<file path="src/rtl/seq_pkg.sv">
// Shared types for the time-slice sequencer.
// Assumes nothing beyond the standard language.
package seq_pkg;

    // Sequencer control state: BOOT picks the first task after reset,
    // RUN times the running task, IDLE waits for a live slot.
    typedef enum logic [1:0] {
        SEQ_BOOT = 2'd0,
        SEQ_RUN  = 2'd1,
        SEQ_IDLE = 2'd2
    } seq_state_t;

    // Width of an index into n slots, at least one bit.
    function automatic int idx_bits(input int n);
        return (n > 1) ? $clog2(n) : 1;
    endfunction

endpackage

</file>
<file path="src/rtl/seq_tick_gen.sv">
// Tick generator: a prescaler followed by a timer of TMR_W bits.
// The timer advances once every (prescale + 1) tick_in pulses, and each
// wrap of the timer is one tick. 'clear' restarts both stages, so every
// slice begins from a whole tick. Assumes prescale is stable while running.
module seq_tick_gen #(
    parameter int PRE_W = 8,
    parameter int TMR_W = 8
) (
    input  logic             clk,
    input  logic             rst_n,
    input  logic             clear,
    input  logic             tick_in,
    input  logic [PRE_W-1:0] prescale,
    output logic             tick
);

    logic [PRE_W-1:0] pre_q;
    logic [TMR_W-1:0] tmr_q;
    logic             pre_wrap;

    // Prescaler reaches its terminal count on this enable pulse.
    assign pre_wrap = tick_in && (pre_q == prescale);

    // Prescaler and timer advance; both restart on reset or clear.
    always_ff @(posedge clk) begin
        if (!rst_n || clear) begin
            pre_q <= '0;
            tmr_q <= '0;
        end else if (tick_in) begin
            if (pre_wrap) begin
                pre_q <= '0;
                tmr_q <= tmr_q + 1'b1;
            end else begin
                pre_q <= pre_q + 1'b1;
            end
        end
    end

    // A tick is issued when the timer is about to wrap.
    assign tick = pre_wrap && (&tmr_q);

endmodule

</file>
<file path="src/rtl/seq_pick_next.sv">
// Next-task finder (combinational). Starting either from index 0
// (from_start) or from the slot after 'cur', it walks the list in order,
// wraps to 0 whenever the index is not below 'limit', and returns the
// first slot with a non-zero allotment. Walks NTASK candidates, so the
// running slot itself is the last candidate. Assumes limit <= NTASK.
module seq_pick_next #(
    parameter int NTASK   = 4,
    parameter int SLICE_W = 6,
    parameter int IDX_W   = 2,
    parameter int CNT_W   = 3
) (
    input  logic                     from_start,
    input  logic [IDX_W-1:0]         cur,
    input  logic [CNT_W-1:0]         limit,
    input  logic [NTASK*SLICE_W-1:0] slices,
    output logic                     found,
    output logic [IDX_W-1:0]         next_idx
);

    // One step along the list with the wrap rule.
    function automatic logic [CNT_W-1:0] step(input logic [CNT_W-1:0] x,
                                              input logic [CNT_W-1:0] lim);
        logic [CNT_W-1:0] nx;
        nx = x + 1'b1;
        return (nx >= lim) ? '0 : nx;
    endfunction

    // Non-zero test of the allotment held by slot x.
    function automatic logic slot_live(input logic [CNT_W-1:0] x,
                                       input logic [NTASK*SLICE_W-1:0] s);
        logic live;
        live = 1'b0;
        for (int j = 0; j < NTASK; j++) begin
            if (CNT_W'(j) == x) live = (s[j*SLICE_W +: SLICE_W] != '0);
        end
        return live;
    endfunction

    // Scan the candidates in list order; the first live one wins.
    always_comb begin
        logic [CNT_W-1:0] cand;
        found    = 1'b0;
        next_idx = '0;
        cand     = from_start ? '0 : step(CNT_W'(cur), limit);
        for (int k = 0; k < NTASK; k++) begin
            if (!found && (cand < limit) && slot_live(cand, slices)) begin
                found    = 1'b1;
                next_idx = IDX_W'(cand);
            end
            cand = step(cand, limit);
        end
    end

endmodule

</file>
<file path="src/rtl/seq_ctx_store.sv">
// Per-task saved return-stack pointers. Reset loads each slot with its
// region base minus one (empty stack). One write port stores the outgoing
// task's pointer; one read port gives the incoming task's pointer.
// Assumes bases are stable during reset.
module seq_ctx_store #(
    parameter int NTASK = 4,
    parameter int SP_W  = 5,
    parameter int IDX_W = 2
) (
    input  logic                  clk,
    input  logic                  rst_n,
    input  logic [NTASK*SP_W-1:0] bases,
    input  logic                  wr_en,
    input  logic [IDX_W-1:0]      wr_idx,
    input  logic [SP_W-1:0]       wr_data,
    input  logic [IDX_W-1:0]      rd_idx,
    output logic [SP_W-1:0]       rd_data
);

    logic [NTASK*SP_W-1:0] slots_flat;

    for (genvar i = 0; i < NTASK; i++) begin : g_slot
        logic [SP_W-1:0] sp_q;

        // Hold one task's pointer; reset to its base minus one.
        always_ff @(posedge clk) begin
            if (!rst_n) begin
                sp_q <= bases[i*SP_W +: SP_W] - 1'b1;
            end else if (wr_en && (wr_idx == IDX_W'(i))) begin
                sp_q <= wr_data;
            end
        end

        assign slots_flat[i*SP_W +: SP_W] = sp_q;
    end

    // Read mux over the slots.
    always_comb begin
        rd_data = '0;
        for (int j = 0; j < NTASK; j++) begin
            if (rd_idx == IDX_W'(j)) rd_data = slots_flat[j*SP_W +: SP_W];
        end
    end

endmodule

</file>
<file path="src/rtl/task_slice_sequencer.sv">
// Preemptive time-slice task sequencer (top).
// Runs up to NTASK tasks round robin. Each task is preempted when its
// allotment of ticks runs out or when it yields. The block exposes the
// running task's stack region and swaps per-task stack pointers.
// Assumes configuration is changed only while reset is held, and that
// bases ascend with task index.
module task_slice_sequencer
    import seq_pkg::*;
#(
    parameter int NTASK   = 4,
    parameter int SLICE_W = 6,
    parameter int SP_W    = 5,
    parameter int PRE_W   = 8,
    parameter int TMR_W   = 8,
    localparam int IDX_W  = idx_bits(NTASK),
    localparam int CNT_W  = $clog2(NTASK + 1)
) (
    input  logic                     clk,
    input  logic                     rst_n,
    input  logic [CNT_W-1:0]         cfg_task_count,
    input  logic [NTASK*SLICE_W-1:0] cfg_slice,
    input  logic [NTASK*SP_W-1:0]    cfg_base,
    input  logic [PRE_W-1:0]         cfg_prescale,
    input  logic                     tick_in,
    input  logic                     yield_req,
    input  logic [SP_W-1:0]          sp_cur,
    output logic [IDX_W-1:0]         cur_task,
    output logic                     swap_pulse,
    output logic [SP_W-1:0]          sp_restore,
    output logic [SP_W-1:0]          region_lo,
    output logic [SP_W-1:0]          region_hi,
    output logic                     idle
);

    localparam logic [SP_W-1:0] STACK_TOP = {SP_W{1'b1}};

    seq_state_t         state_q;
    logic [SLICE_W-1:0] left_q;
    logic [CNT_W-1:0]   limit;
    logic               boot_mode;
    logic               found;
    logic [IDX_W-1:0]   next_idx;
    logic               tick;
    logic               expire;
    logic               swap_req;
    logic               swap_now;
    logic               save_en;
    logic [SP_W-1:0]    stored_sp;
    logic [SP_W-1:0]    restore_val;
    logic [SLICE_W-1:0] next_slice;

    // Clamp the configured count to the number of slots.
    assign limit = (cfg_task_count > CNT_W'(NTASK)) ? CNT_W'(NTASK) : cfg_task_count;

    // Outside RUN the next pick starts from index 0 inclusive.
    assign boot_mode = (state_q != SEQ_RUN);

    seq_pick_next #(
        .NTASK  (NTASK),
        .SLICE_W(SLICE_W),
        .IDX_W  (IDX_W),
        .CNT_W  (CNT_W)
    ) u_pick (
        .from_start(boot_mode),
        .cur       (cur_task),
        .limit     (limit),
        .slices    (cfg_slice),
        .found     (found),
        .next_idx  (next_idx)
    );

    seq_tick_gen #(
        .PRE_W(PRE_W),
        .TMR_W(TMR_W)
    ) u_tick (
        .clk     (clk),
        .rst_n   (rst_n),
        .clear   (swap_now || boot_mode),
        .tick_in (tick_in),
        .prescale(cfg_prescale),
        .tick    (tick)
    );

    // Swap causes: expiry on the last tick of the slice, or a yield; both
    // in one cycle make a single request.
    assign expire   = (state_q == SEQ_RUN) && tick && (left_q == SLICE_W'(1));
    assign swap_req = (state_q == SEQ_RUN) && (expire || yield_req);
    assign swap_now = found && (boot_mode || swap_req);
    assign save_en  = found && swap_req;

    seq_ctx_store #(
        .NTASK(NTASK),
        .SP_W (SP_W),
        .IDX_W(IDX_W)
    ) u_ctx (
        .clk    (clk),
        .rst_n  (rst_n),
        .bases  (cfg_base),
        .wr_en  (save_en),
        .wr_idx (cur_task),
        .wr_data(sp_cur),
        .rd_idx (next_idx),
        .rd_data(stored_sp)
    );

    // Reselecting the running task hands back its live pointer.
    assign restore_val = (save_en && (next_idx == cur_task)) ? sp_cur : stored_sp;

    // Allotment of the incoming task.
    always_comb begin
        next_slice = '0;
        for (int j = 0; j < NTASK; j++) begin
            if (next_idx == IDX_W'(j)) next_slice = cfg_slice[j*SLICE_W +: SLICE_W];
        end
    end

    // Control state, running task, slice counter and restore register.
    always_ff @(posedge clk) begin
        if (!rst_n) begin
            state_q    <= SEQ_BOOT;
            cur_task   <= '0;
            left_q     <= '0;
            swap_pulse <= 1'b0;
            sp_restore <= '0;
        end else begin
            swap_pulse <= swap_now;
            state_q    <= found ? SEQ_RUN : SEQ_IDLE;
            if (swap_now) begin
                cur_task   <= next_idx;
                left_q     <= next_slice;
                sp_restore <= restore_val;
            end else if ((state_q == SEQ_RUN) && tick && (left_q > SLICE_W'(1))) begin
                left_q <= left_q - 1'b1;
            end
        end
    end

    assign idle = (state_q == SEQ_IDLE);

    // Region bounds of the running task.
    always_comb begin
        region_lo = '0;
        region_hi = STACK_TOP;
        for (int j = 0; j < NTASK; j++) begin
            if (cur_task == IDX_W'(j)) begin
                region_lo = cfg_base[j*SP_W +: SP_W];
                if ((j + 1 < NTASK) && (CNT_W'(j + 1) < limit)) begin
                    region_hi = cfg_base[((j + 1) % NTASK)*SP_W +: SP_W] - 1'b1;
                end
            end
        end
    end

endmodule

</file>
<file path="config.mk">
export PLATFORM = sky130hd
export DESIGN_NAME = task_slice_sequencer
export DESIGN_NICKNAME = d
export VERILOG_FILES = /design/src/rtl/seq_pkg.sv /design/src/rtl/seq_tick_gen.sv /design/src/rtl/seq_pick_next.sv /design/src/rtl/seq_ctx_store.sv /design/src/rtl/task_slice_sequencer.sv
export SDC_FILE = /design/constraint.sdc
export NUM_CORES = 1
export LEC_CHECK = 0
export BUFFER_PORTS_ARGS = -buffer_cell sky130_fd_sc_hd__buf_2
export CORE_ASPECT_RATIO = 0.9
export CORE_UTILIZATION = 50
export DETAILED_ROUTE_END_ITERATION = 10
export PLACE_DENSITY = 0.86
export SLEW_MARGIN = 20
export SYNTH_ARGS = -nofsm -noshare
export SYNTH_HDL_FRONTEND = slang
export SYNTH_SLANG_ARGS = --single-unit
</file>
<file path="constraint.sdc">
create_clock -name clk -period 10.4 [get_ports clk]
set_clock_uncertainty 0.1 [all_clocks]
set_input_delay 2.08 -clock clk [delete_from_list [all_inputs] [get_ports clk]]
set_output_delay 2.08 -clock clk [all_outputs]
set_load 0.005 [all_outputs]
</file>
==> impl_metrics.env, run 1 <==
export IMPL_status="completed"
export IMPL_syn_to_final_growth_pct=15.1
export IMPL_drc_errors=0
export IMPL_die_y_um=91.7
export IMPL_path_clk_slew_ns=0.09
export IMPL_synth_area_leaders="dfxtp_1 14%, ha_1 14%, edfxtp_1 13%"
export IMPL_fin_crit_ns=9.82
export IMPL_grt_use_total=0.257
export IMPL_hpwlAfterDp_mm=9.52
export IMPL_grt_pass1_wl_mm=19.0
export IMPL_yosysWarnings=0
export IMPL_required_ns=10.48
export IMPL_maxCapViolations=0
export IMPL_critPathArrivalTime_ns=9.90
export IMPL_critPathBufInv=7
export IMPL_crit_path_start_kind="input port"
export IMPL_diodes=0
export IMPL_ctsHoldBuffers=0
export IMPL_syn_area_mm2=0.00447
export IMPL_synthArstFlopShare=0
export IMPL_antenna_left=0
export IMPL_post_drt_wl_per_cell_um=15.8
export IMPL_drt_pass1_iter_count=5
export IMPL_syn_inst=541
export IMPL_antenna_found_initial=0
export IMPL_std_cell_rows=32
export IMPL_place_congestion=0.950
export IMPL_synth_edf_count=20
export IMPL_synthDistinctLibCells=66
export IMPL_synthDominantCellAreaShare=0.143
export IMPL_timing_fmax_mhz=102
export IMPL_hold_viol=0
export IMPL_cts_sink_count=52
export IMPL_synth_seq_cells=52
export IMPL_worst_slack_ns=0.582
export IMPL_path_class="input port to register"
export IMPL_initial_core_util=0.519
export IMPL_clock_latency_ns=0.31
export IMPL_avgSynthCellArea_um2=8.26
export IMPL_numCtsBuffers=5
export IMPL_layout_nets=737
export IMPL_cp_end_kind="register"
export IMPL_fin_util=0.598
export IMPL_cts_buffer_depth=2
export IMPL_hold_path_class="register to register"
export IMPL_io_pins=83
export IMPL_drive_above_1_share=0.198
export IMPL_finalSetupViolCount=0
export IMPL_grt_max_degree=27
export IMPL_vias_per_cell=5.83
export IMPL_first_global_vias=4140
export IMPL_portBuffers=82
export IMPL_yosys_most_used_dff="dfxtp_1"
export IMPL_fin_crit_sh=0.944
export IMPL_htreeDepth=2
export IMPL_drtIter0Drc=300
export IMPL_vias=4338
export IMPL_relSlewSlack=0.449
export IMPL_place_ws_ns=0.0677
export IMPL_fp_coreArea_mm2=0.00861
export IMPL_yosysSeqAreaShare=0.278
export IMPL_drt_wl_total_mm=11.7
export IMPL_cp_top_family="adder cells"
export IMPL_max_stage_delay_ns=0.41
export IMPL_tns_ns=0
export IMPL_critPathMaxFanout=19
export IMPL_gr_total_overflow=0
export IMPL_fill_cells=774
export IMPL_rsz0062_at_grt="false"
export IMPL_critPathMostFrequentCell="ha_1"
export IMPL_dieWidth_um=102
export IMPL_max_slew_worst_pin_slew_ns=0.820
export IMPL_tritoncts="built"
export IMPL_die_area_mm2=0.00932
export IMPL_critPathSlowestCell="or3b_1"
export IMPL_syn_nets=654
export IMPL_slew_violations=0
export IMPL_yosysTopAreaCell="dfxtp_1"
export IMPL_root_buffer="clkbuf_8"
## registers in the layout, indices dropped and copies added, names as in the netlist
signal	count
u_ctx.g_slot.sp_q	20
u_tick.pre_q	8
u_tick.tmr_q	8
left_q	6
sp_restore	5
cur_task	2
state_q	2
swap_pulse	1
## repair_timing
item | CTS | global route
resized for setup | 0 | 3
setup buffers | 0 | 2
setup endpoints to repair | 0 | 17
## path summary, 6_finish.rpt
kind	start	to	slack [ns]	depth (start not counted)
setup / recovery	cfg_task_count[2]	sp_restore[4]$_SDFFE_PN0N_	0.58	37
hold / removal	u_tick.tmr_q[6]$_SDFFE_PP0P_	u_tick.tmr_q[6]$_SDFFE_PP0P_	0.43	2
setup reg to reg	cur_task[0]$_SDFFE_PN0N_	sp_restore[4]$_SDFFE_PN0N_	1.68	37
hold reg to reg	u_tick.tmr_q[6]$_SDFFE_PP0P_	u_tick.tmr_q[6]$_SDFFE_PP0P_	0.43	2
## metal layers
metal	wire, um	track usage	share of wire	up-vias
met4	108	0.0374	0.0092	0
met2	5750	0.450	0.49	185
li1	-	-	-	2124
met5	0	0	0	-
met1	5070	0.336	0.43	2016
met3	814	0.0427	0.069	13
## per-stage QoR
stage,instances,instance area [um^2],hold WS (ns)
final,744,5150,0.433
after global routing,744,5150,0.483
after CTS,742,5120,0.438
after detailed placement,734,5040,0.414
after global placement,734,5040,0.386
after floorplan,541,4470,0.371
## kinds of logic after synthesis
group / after synthesis / share of synthesized area
buffers and inverters: 52 / 0.0462
adders and majority gates: 49 / 0.137
xor gates and xnor gates: 38 / 0.0745
AOI/OAI and AO/OA: 129 / 0.203
muxes: 19 / 0.0451
and+or+nand+nor: 202 / 0.216
DFF: 52 / 0.278
## cell usage in the layout, fill, tap and decap left out, types with 4 or more instances in the layout
cell type,netlist,routed
ha_1,49,49
and3_1,7,7
nor2b_1,9,9
a222oi_1,5,5
a31oi_1,4,4
clkbuf_8,0,5
a22o_1,4,4
mux2i_1,10,10
o21ai_0,28,27
nand3_1,12,12
and2_1,4,4
nand2_1,48,48
buf_4,1,11
inv_1,33,33
dfxtp_1,32,32
buf_2,0,82
a211oi_1,4,4
mux2_2,9,9
edfxtp_1,20,20
a22oi_1,8,8
nor2_1,70,69
xor2_1,19,19
nor4_1,8,7
o21a_1,6,6
nand4_1,10,10
xnor2_1,19,19
a21oi_1,37,37
nor3_1,16,16
## synthesized netlist by cell type (3+ instances only)
cell       n
nor2_1    70
ha_1      49
nand2_1   48
a21oi_1   37
inv_1     33
dfxtp_1   32
o21ai_0   28
edfxtp_1  20
xnor2_1   19
xor2_1    19
nor3_1    16
clkbuf_1  15
nand3_1   12
mux2i_1   10
nand4_1   10
mux2_2     9
nor2b_1    9
a22oi_1    8
nor4_1     8
and3_1     7
o21a_1     6
a222oi_1   5
a211oi_1   4
a22o_1     4
a31oi_1    4
and2_1     4
a2111o_1   3
nand2b_1   3
o211ai_1   3
or2_2      3
## worst reg2reg max path, delay by kind of cell, from the launching register on
family | cells | cell delay (ns)
adders and majority gates | 11 | 3.03
AOI/OAI and AO/OA | 12 | 2.64
and+or+nand+nor | 6 | 1.17
buffers and inverters | 7 | 1.04
DFF | 1 | 0.52
xor gates and xnor gates | 1 | 0.13
## final cells by class
| class | count | area, um^2 | area share |
|---|---|---|---|
| flip-flops and latches | 52 | 1240 | 0.241 |
| well taps | 119 | 149 | 0.0289 |
| multi-input cells | 437 | 3030 | 0.589 |
| clock inverters | 1 | 8.76 | 0.00170 |
| repair buffers | 94 | 513 | 0.0997 |
| clock buffers | 7 | 76.3 | 0.0148 |
| inverters | 34 | 128 | 0.0248 |
Power of run 1 is left out: the tool's default activity adds up to more than one toggle a clock period on the data nets, which glitch-free logic cannot reach.
==> run 2: changes to the inputs <==
PLACE_DENSITY = 0.83   (was 0.86)
SYNTH_HIERARCHICAL = 1   (was default)
clock period = 11.85 ns   (was 10.4 ns; I/O delays follow)
==> run 2 against run 1 <==
Cell count shrank 8.3%. Largest cell class unchanged. Via count shrank 8.0%. Critical endpoint is now u_tick/pre_q[2]$_SDFFE_PP0P_. Flip-flop and latch count is the same. Critical path type unchanged. Die area grew 1.6%.
==> impl_metrics.env, run 2 <==
export IMPL_gr_total_overflow=0
export IMPL_synthDominantCellAreaShare=0.141
export IMPL_synth_compound_area_share=0.167
export IMPL_placed_area_mm2=0.00504
export IMPL_top_register="u_ctx/g_slot.sp_q"
export IMPL_fin_crit_sh=0.914
export IMPL_drt_pass1_iter_count=5
export IMPL_post_cts_resized=0
export IMPL_synth_common_cells="50 x ha_1, 38 x inv_1, 33 x nand2_1, 33 x nor2_1, 33 x xnor2_1"
export IMPL_p_sw_frac=0.482
export IMPL_critPathMostFrequentCell="ha_1"
export IMPL_portBuffers=82
export IMPL_cts_setup_buffers=0
export IMPL_timing_fmax_mhz=92.3
export IMPL_p_int_uw=777
export IMPL_antenna_found_initial=0
export IMPL_synth_most_common_cell="ha_1"
export IMPL_crit_path_start_kind="input port"
export IMPL_diodes=0
export IMPL_synth_top_family_by_area="simple AND/OR/NAND/NOR gates"
export IMPL_grt_pass1_wl_mm=18.2
export IMPL_irDropWorstVdd_uv=240
export IMPL_met3_length_um=624
export IMPL_layout_nets=676
export IMPL_drt_wl_total_mm=10.9
export IMPL_met2WireLength_mm=5.14
export IMPL_pwr_share_clk=0.073
export IMPL_clock_latency_ns=0.32
export IMPL_root_buffer="clkbuf_8"
export IMPL_hold_viol=0
export IMPL_syn_nets=600
export IMPL_die_y_um=92.4
export IMPL_muxShareOfSynthArea=0.0865
export IMPL_cp_end_kind="register"
export IMPL_htreeDepth=2
export IMPL_combPwrFrac=0.759
export IMPL_vias=3989
export IMPL_drive_above_1_share=0.238
export IMPL_hpwlAfterDp_mm=8.64
export IMPL_path_clk_slew_ns=0.10
export IMPL_ctsHoldBuffers=0
export IMPL_post_drt_wl_per_cell_um=15.9
export IMPL_max_slew_worst_pin_slew_ns=0.798
export IMPL_maxCapViolations=0
export IMPL_yosysTopAreaCell="dfxtp_1"
export IMPL_synth_area_leaders="dfxtp_1 14%, ha_1 14%, edfxtp_1 13%"
export IMPL_slew_violations=0
export IMPL_fp_coreArea_mm2=0.00869
export IMPL_rsz0062_at_grt="false"
export IMPL_grt_max_degree=24
export IMPL_wl_met1_mm=4.88
export IMPL_numCtsBuffers=5
export IMPL_avgSynthCellArea_um2=9.35
export IMPL_required_ns=12.00
export IMPL_syn_inst=486
export IMPL_tns_ns=0
export IMPL_fin_util=0.592
export IMPL_drc_errors=0
export IMPL_drtIter0Drc=315
export IMPL_largest_reg_flops=20
export IMPL_yosys_area_share_adder=0.138
export IMPL_route_top_layer_used="met4"
export IMPL_cts_sink_count=52
export IMPL_die_area_mm2=0.00947
export IMPL_std_cell_rows=32
export IMPL_seq_power_share=0.169
export IMPL_grt_use_total=0.241
export IMPL_power_switching_uw=723
export IMPL_dieWidth_um=102
export IMPL_critPathMaxFanout=13
export IMPL_place_congestion=0.897
export IMPL_synthArstFlopShare=0
export IMPL_io_pins=83
export IMPL_syn_area_mm2=0.00454
export IMPL_fin_crit_ns=10.83
export IMPL_cts_buffer_depth=2
export IMPL_path_class="input port to register"
export IMPL_worst_slack_ns=1.02
export IMPL_vias_per_cell=5.85
export IMPL_worst_r2r_setup_slack_ns=2.62
export IMPL_synth_xor_xnor_area_share=0.0848
export IMPL_yosysWarnings=6
export IMPL_stdcell_count=682
export IMPL_layout_commonest_cell="buf_2"
export IMPL_yosysSeqAreaShare=0.273
export IMPL_place_ws_ns=0.774
export IMPL_status="completed"
export IMPL_first_global_vias=3887
export IMPL_synthDistinctLibCells=66
export IMPL_final_cell_mix="82 x buf_2, 50 x ha_1, 38 x inv_1"
export IMPL_tritoncts="built"
export IMPL_final_cell_area_mm2=0.00514
export IMPL_synth_edf_count=20
export IMPL_largestRegisters="u_ctx/g_slot.sp_q: 20 flops, u_tick/pre_q: 8 flops, u_tick/tmr_q: 8 flops"
export IMPL_dp_cells=674
export IMPL_critPathSlowestCell="a221oi_2"
export IMPL_p_per_area_mw_per_mm2=292
export IMPL_antenna_left=0
export IMPL_finalSetupViolCount=0
export IMPL_relSlewSlack=0.462
export IMPL_hold_depth=2
export IMPL_initial_core_util=0.523
export IMPL_synth_seq_cells=52
export IMPL_syn_to_final_growth_pct=13.2
export IMPL_hold_path_class="register to register"
export IMPL_yosys_area_share_simple=0.201
export IMPL_yosys_most_used_dff="dfxtp_1"
export IMPL_power_leakage_nw=2.11
export IMPL_critPathArrivalTime_ns=10.98
export IMPL_rr_worst_depth=40
export IMPL_max_stage_delay_ns=0.67
-- run 2: changes by cell type after synthesis, sizes merged, moves of 8 or more --
cell and delta:
a21oi -9, xnor2 +14, nor2 -36, clkbuf -10, a21boi +8, mux4 +16
xor2 -8, nand2 -15, mux2i -9
-- run 2: area by class of cell --
cell class | count | area (um^2)
Clock buffer | 5 | 68.8
Clock inverter | 3 | 28.8
Fill cell | 770 | 3550
Inverter | 38 | 143
Multi-Input combinational cell | 381 | 3090
Sequential cell | 52 | 1240
Tap cell | 119 | 149
Timing Repair Buffer | 84 | 425
-- run 2: worst paths after layout --
check	start	endpoint
worst max register to register	cur_task[1]$_SDFFE_PN0P_	u_tick/pre_q[2]$_SDFFE_PP0P_
worst min register to register	sp_restore[4]$_SDFFE_PN0P_	sp_restore[4]$_SDFFE_PN0P_
worst min-delay path	sp_restore[4]$_SDFFE_PN0P_	sp_restore[4]$_SDFFE_PN0P_
worst max-delay path	cfg_task_count[2]	u_tick/pre_q[2]$_SDFFE_PP0P_
-- run 2: logic make-up (layout without fill, tap and decap cells) --
family / after synthesis / count (layout)
AND/OR/NAND/NOR: 159 / 159
AO/OA/AOI/OAI: 109 / 109
buffers and inverters: 53 / 130
flip-flops: 52 / 52
adder cells (fa/ha/maj): 50 / 50
XOR/XNOR: 44 / 44
multiplexers: 19 / 19
-- run 2: power by group through the flow --
stage | Clock (mW) | Combinational (mW) | Sequential [mW]
2_1_floorplan | 0 | 0.896 | 0.246
3_3_place_gp | 0 | 1.08 | 0.255
3_5_place_dp | 0 | 1.12 | 0.257
4_1_cts | 0.110 | 1.12 | 0.253
5_1_grt | 0.117 | 1.25 | 0.259
6_report | 0.109 | 1.14 | 0.253
-- run 2: critical path: cells and delay by family --
kind | cells | cell delay, ns
AND/OR/NAND/NOR | 12 | 2.92
AO/OA/AOI/OAI | 10 | 2.41
adder cells (fa/ha/maj) | 11 | 2.39
buffers and inverters | 8 | 0.91
-- run 2: per-layer routing --
| metal | GRT usage | vias to the layer above |
|---|---|---|
| li1 | - | 1934 |
| met1 | 0.318 | 1860 |
| met2 | 0.402 | 165 |
| met3 | 0.0332 | 30 |
| met4 | 0.0833 | 0 |
| met5 | 0 | - |
-- run 2: metrics by stage --
step,hold slack [ns],power [mW]
5_1_grt,0.367,1.63
4_1_cts,0.352,1.49
6_report,0.351,1.50
2_1_floorplan,0.342,1.14
3_3_place_gp,0.333,1.33
3_5_place_dp,0.337,1.37
Note: power is estimated with default switching activity, not from simulation.
==> run 3: changes to the inputs <==
REMOVE_ABC_BUFFERS = 1   (was default)
==> run 3 against run 2 <==
Non-clock buffer count decreased by 1. Routed wire length increased by 0.10%. Final area about the same. Global-route usage decreased by 0.31 points. Die area unchanged. Critical path type unchanged. Hold slack improved by 0.0015 ns. Fmax increased by 0.17%. Sequential share of layout area about the same. Register-to-register slack improved by 0.08 ns. Highest routed layer unchanged. Via count decreased by 0.73%. Combinational power about the same. Total power increased by 0.40%.
==> impl_metrics.env, run 3 (synthesis gave the netlist of run 2 again) <==
export IMPL_largest_reg_flops=20
export IMPL_portBuffers=82
export IMPL_final_cell_mix="82 x buf_2, 50 x ha_1, 38 x inv_1"
export IMPL_fin_crit_ns=10.81
export IMPL_layout_commonest_cell="buf_2"
export IMPL_finalSetupViolCount=0
export IMPL_die_y_um=92.4
export IMPL_cp_end_kind="register"
export IMPL_cts_setup_buffers=0
export IMPL_drive_above_1_share=0.237
export IMPL_grt_pass1_wl_mm=17.9
export IMPL_die_area_mm2=0.00947
export IMPL_grt_max_degree=24
export IMPL_post_drt_wl_per_cell_um=16.0
export IMPL_fin_crit_sh=0.912
export IMPL_largestRegisters="u_ctx/g_slot.sp_q: 20 flops, u_tick/pre_q: 8 flops, u_tick/tmr_q: 8 flops"
export IMPL_tns_ns=0
export IMPL_drtIter0Drc=183
export IMPL_antenna_found_initial=0
export IMPL_root_buffer="clkbuf_8"
export IMPL_ff_latch_area_mm2=0.00124
export IMPL_post_cts_resized=0
export IMPL_multi_input_area_mm2=0.00310
export IMPL_max_stage_delay_ns=0.64
export IMPL_place_ws_ns=0.843
export IMPL_critPathSlowestCell="a221oi_2"
export IMPL_drt_pass1_iter_count=5
export IMPL_status="completed"
export IMPL_critPathMostFrequentCell="ha_1"
export IMPL_diodes=0
export IMPL_fp_coreArea_mm2=0.00869
export IMPL_rsz0062_at_grt="false"
export IMPL_std_cell_rows=32
export IMPL_path_clk_slew_ns=0.10
export IMPL_drt_wl_total_mm=10.9
export IMPL_whs_ns=0.353
export IMPL_irDropWorstVdd_uv=188
export IMPL_syn_to_final_growth_pct=13.3
export IMPL_antenna_left=0
export IMPL_required_ns=12.00
export IMPL_path_class="input port to register"
export IMPL_slew_violations=0
export IMPL_critPathArrivalTime_ns=10.96
export IMPL_grt_use_total=0.238
export IMPL_top_register="u_ctx/g_slot.sp_q"
export IMPL_hpwlAfterDp_mm=8.58
export IMPL_place_congestion=0.903
export IMPL_initial_core_util=0.523
export IMPL_layout_nets=675
export IMPL_hold_viol=0
export IMPL_cts_buffer_depth=2
export IMPL_worst_slack_ns=1.04
export IMPL_p_per_area_mw_per_mm2=293
export IMPL_critPathMaxFanout=13
export IMPL_dieWidth_um=102
export IMPL_maxCapViolations=0
export IMPL_vias=3960
export IMPL_gr_total_overflow=0
export IMPL_crit_path_start_kind="input port"
export IMPL_clock_latency_ns=0.32
export IMPL_tritoncts="built"
export IMPL_max_slew_worst_pin_slew_ns=0.833
export IMPL_vias_per_cell=5.81
export IMPL_io_pins=83
export IMPL_relSlewSlack=0.439
export IMPL_hold_path_class="register to register"
export IMPL_fill_cells=763
export IMPL_drc_errors=0
export IMPL_first_global_vias=3867
export IMPL_ctsHoldBuffers=0
export IMPL_power_leakage_nw=2.11
export IMPL_cts_sink_count=52
export IMPL_htreeDepth=2
export IMPL_timing_fmax_mhz=92.5
export IMPL_numCtsBuffers=5
[run 3: changes by cell type in the layout (fill, tap and decap cells not counted)]
cell	change
buf_4	-1
o31ai_2	-1
o31ai_4	+1
[run 3: final cells by class]
cell class | instances | area share
multi-input combinational | 381 | 0.602
sequential | 52 | 0.241
timing repair buffer | 83 | 0.0812
tap | 119 | 0.0289
inverter | 38 | 0.0277
clock buffer | 5 | 0.0134
clock inverter | 3 | 0.00559
[run 3: path summary, 6_finish.rpt]
kind                                  endpoint                  startpoint  cells after the start  slack, ns
setup reg to reg  u_tick/pre_q[2]$_SDFFE_PP0P_    cur_task[1]$_SDFFE_PN0P_                     37       2.70
hold / removal      sp_restore[0]$_SDFFE_PN0P_  sp_restore[0]$_SDFFE_PN0P_                      2       0.35
hold reg to reg     sp_restore[0]$_SDFFE_PN0P_  sp_restore[0]$_SDFFE_PN0P_                      2       0.35
setup / recovery  u_tick/pre_q[2]$_SDFFE_PP0P_           cfg_task_count[2]                     38       1.04
[run 3: metal layers]
| layer | share of wire | track usage | vias to the layer above |
|---|---|---|---|
| met5 | 0 | 0 | - |
| met4 | 0.015 | 0.0631 | 0 |
| met3 | 0.053 | 0.0287 | 21 |
| met2 | 0.49 | 0.413 | 152 |
| met1 | 0.45 | 0.311 | 1855 |
| li1 | - | - | 1932 |
[run 3: where the power goes]
part | leakage (nW) | switching [mW] | internal (mW)
Sequential | 0.456 | 0.0279 | 0.225
Combinational | 1.60 | 0.639 | 0.506
Clock | 0.0511 | 0.0644 | 0.0447
[run 3: worst max-delay path: cells and delay by family]
family | cells | cell delay (ns)
AOI/OAI and AO/OA | 10 | 2.65
buffers and inverters | 7 | 0.77
and+or+nand+nor | 11 | 2.93
adders and majority gates | 10 | 2.24
[run 3: stage by stage]
| stage | area [um^2] | instances | utilization | power (mW) |
|---|---|---|---|---|
| finish | 5140 | 681 | 0.592 | 1.51 |
| global route | 5140 | 681 | 0.592 | 1.65 |
| CTS | 5130 | 681 | 0.591 | 1.48 |
| detailed placement | 5040 | 673 | 0.580 | 1.37 |
| global placement | 5040 | 673 | 0.580 | 1.32 |
| floorplan | 4460 | 471 | - | 1.11 |
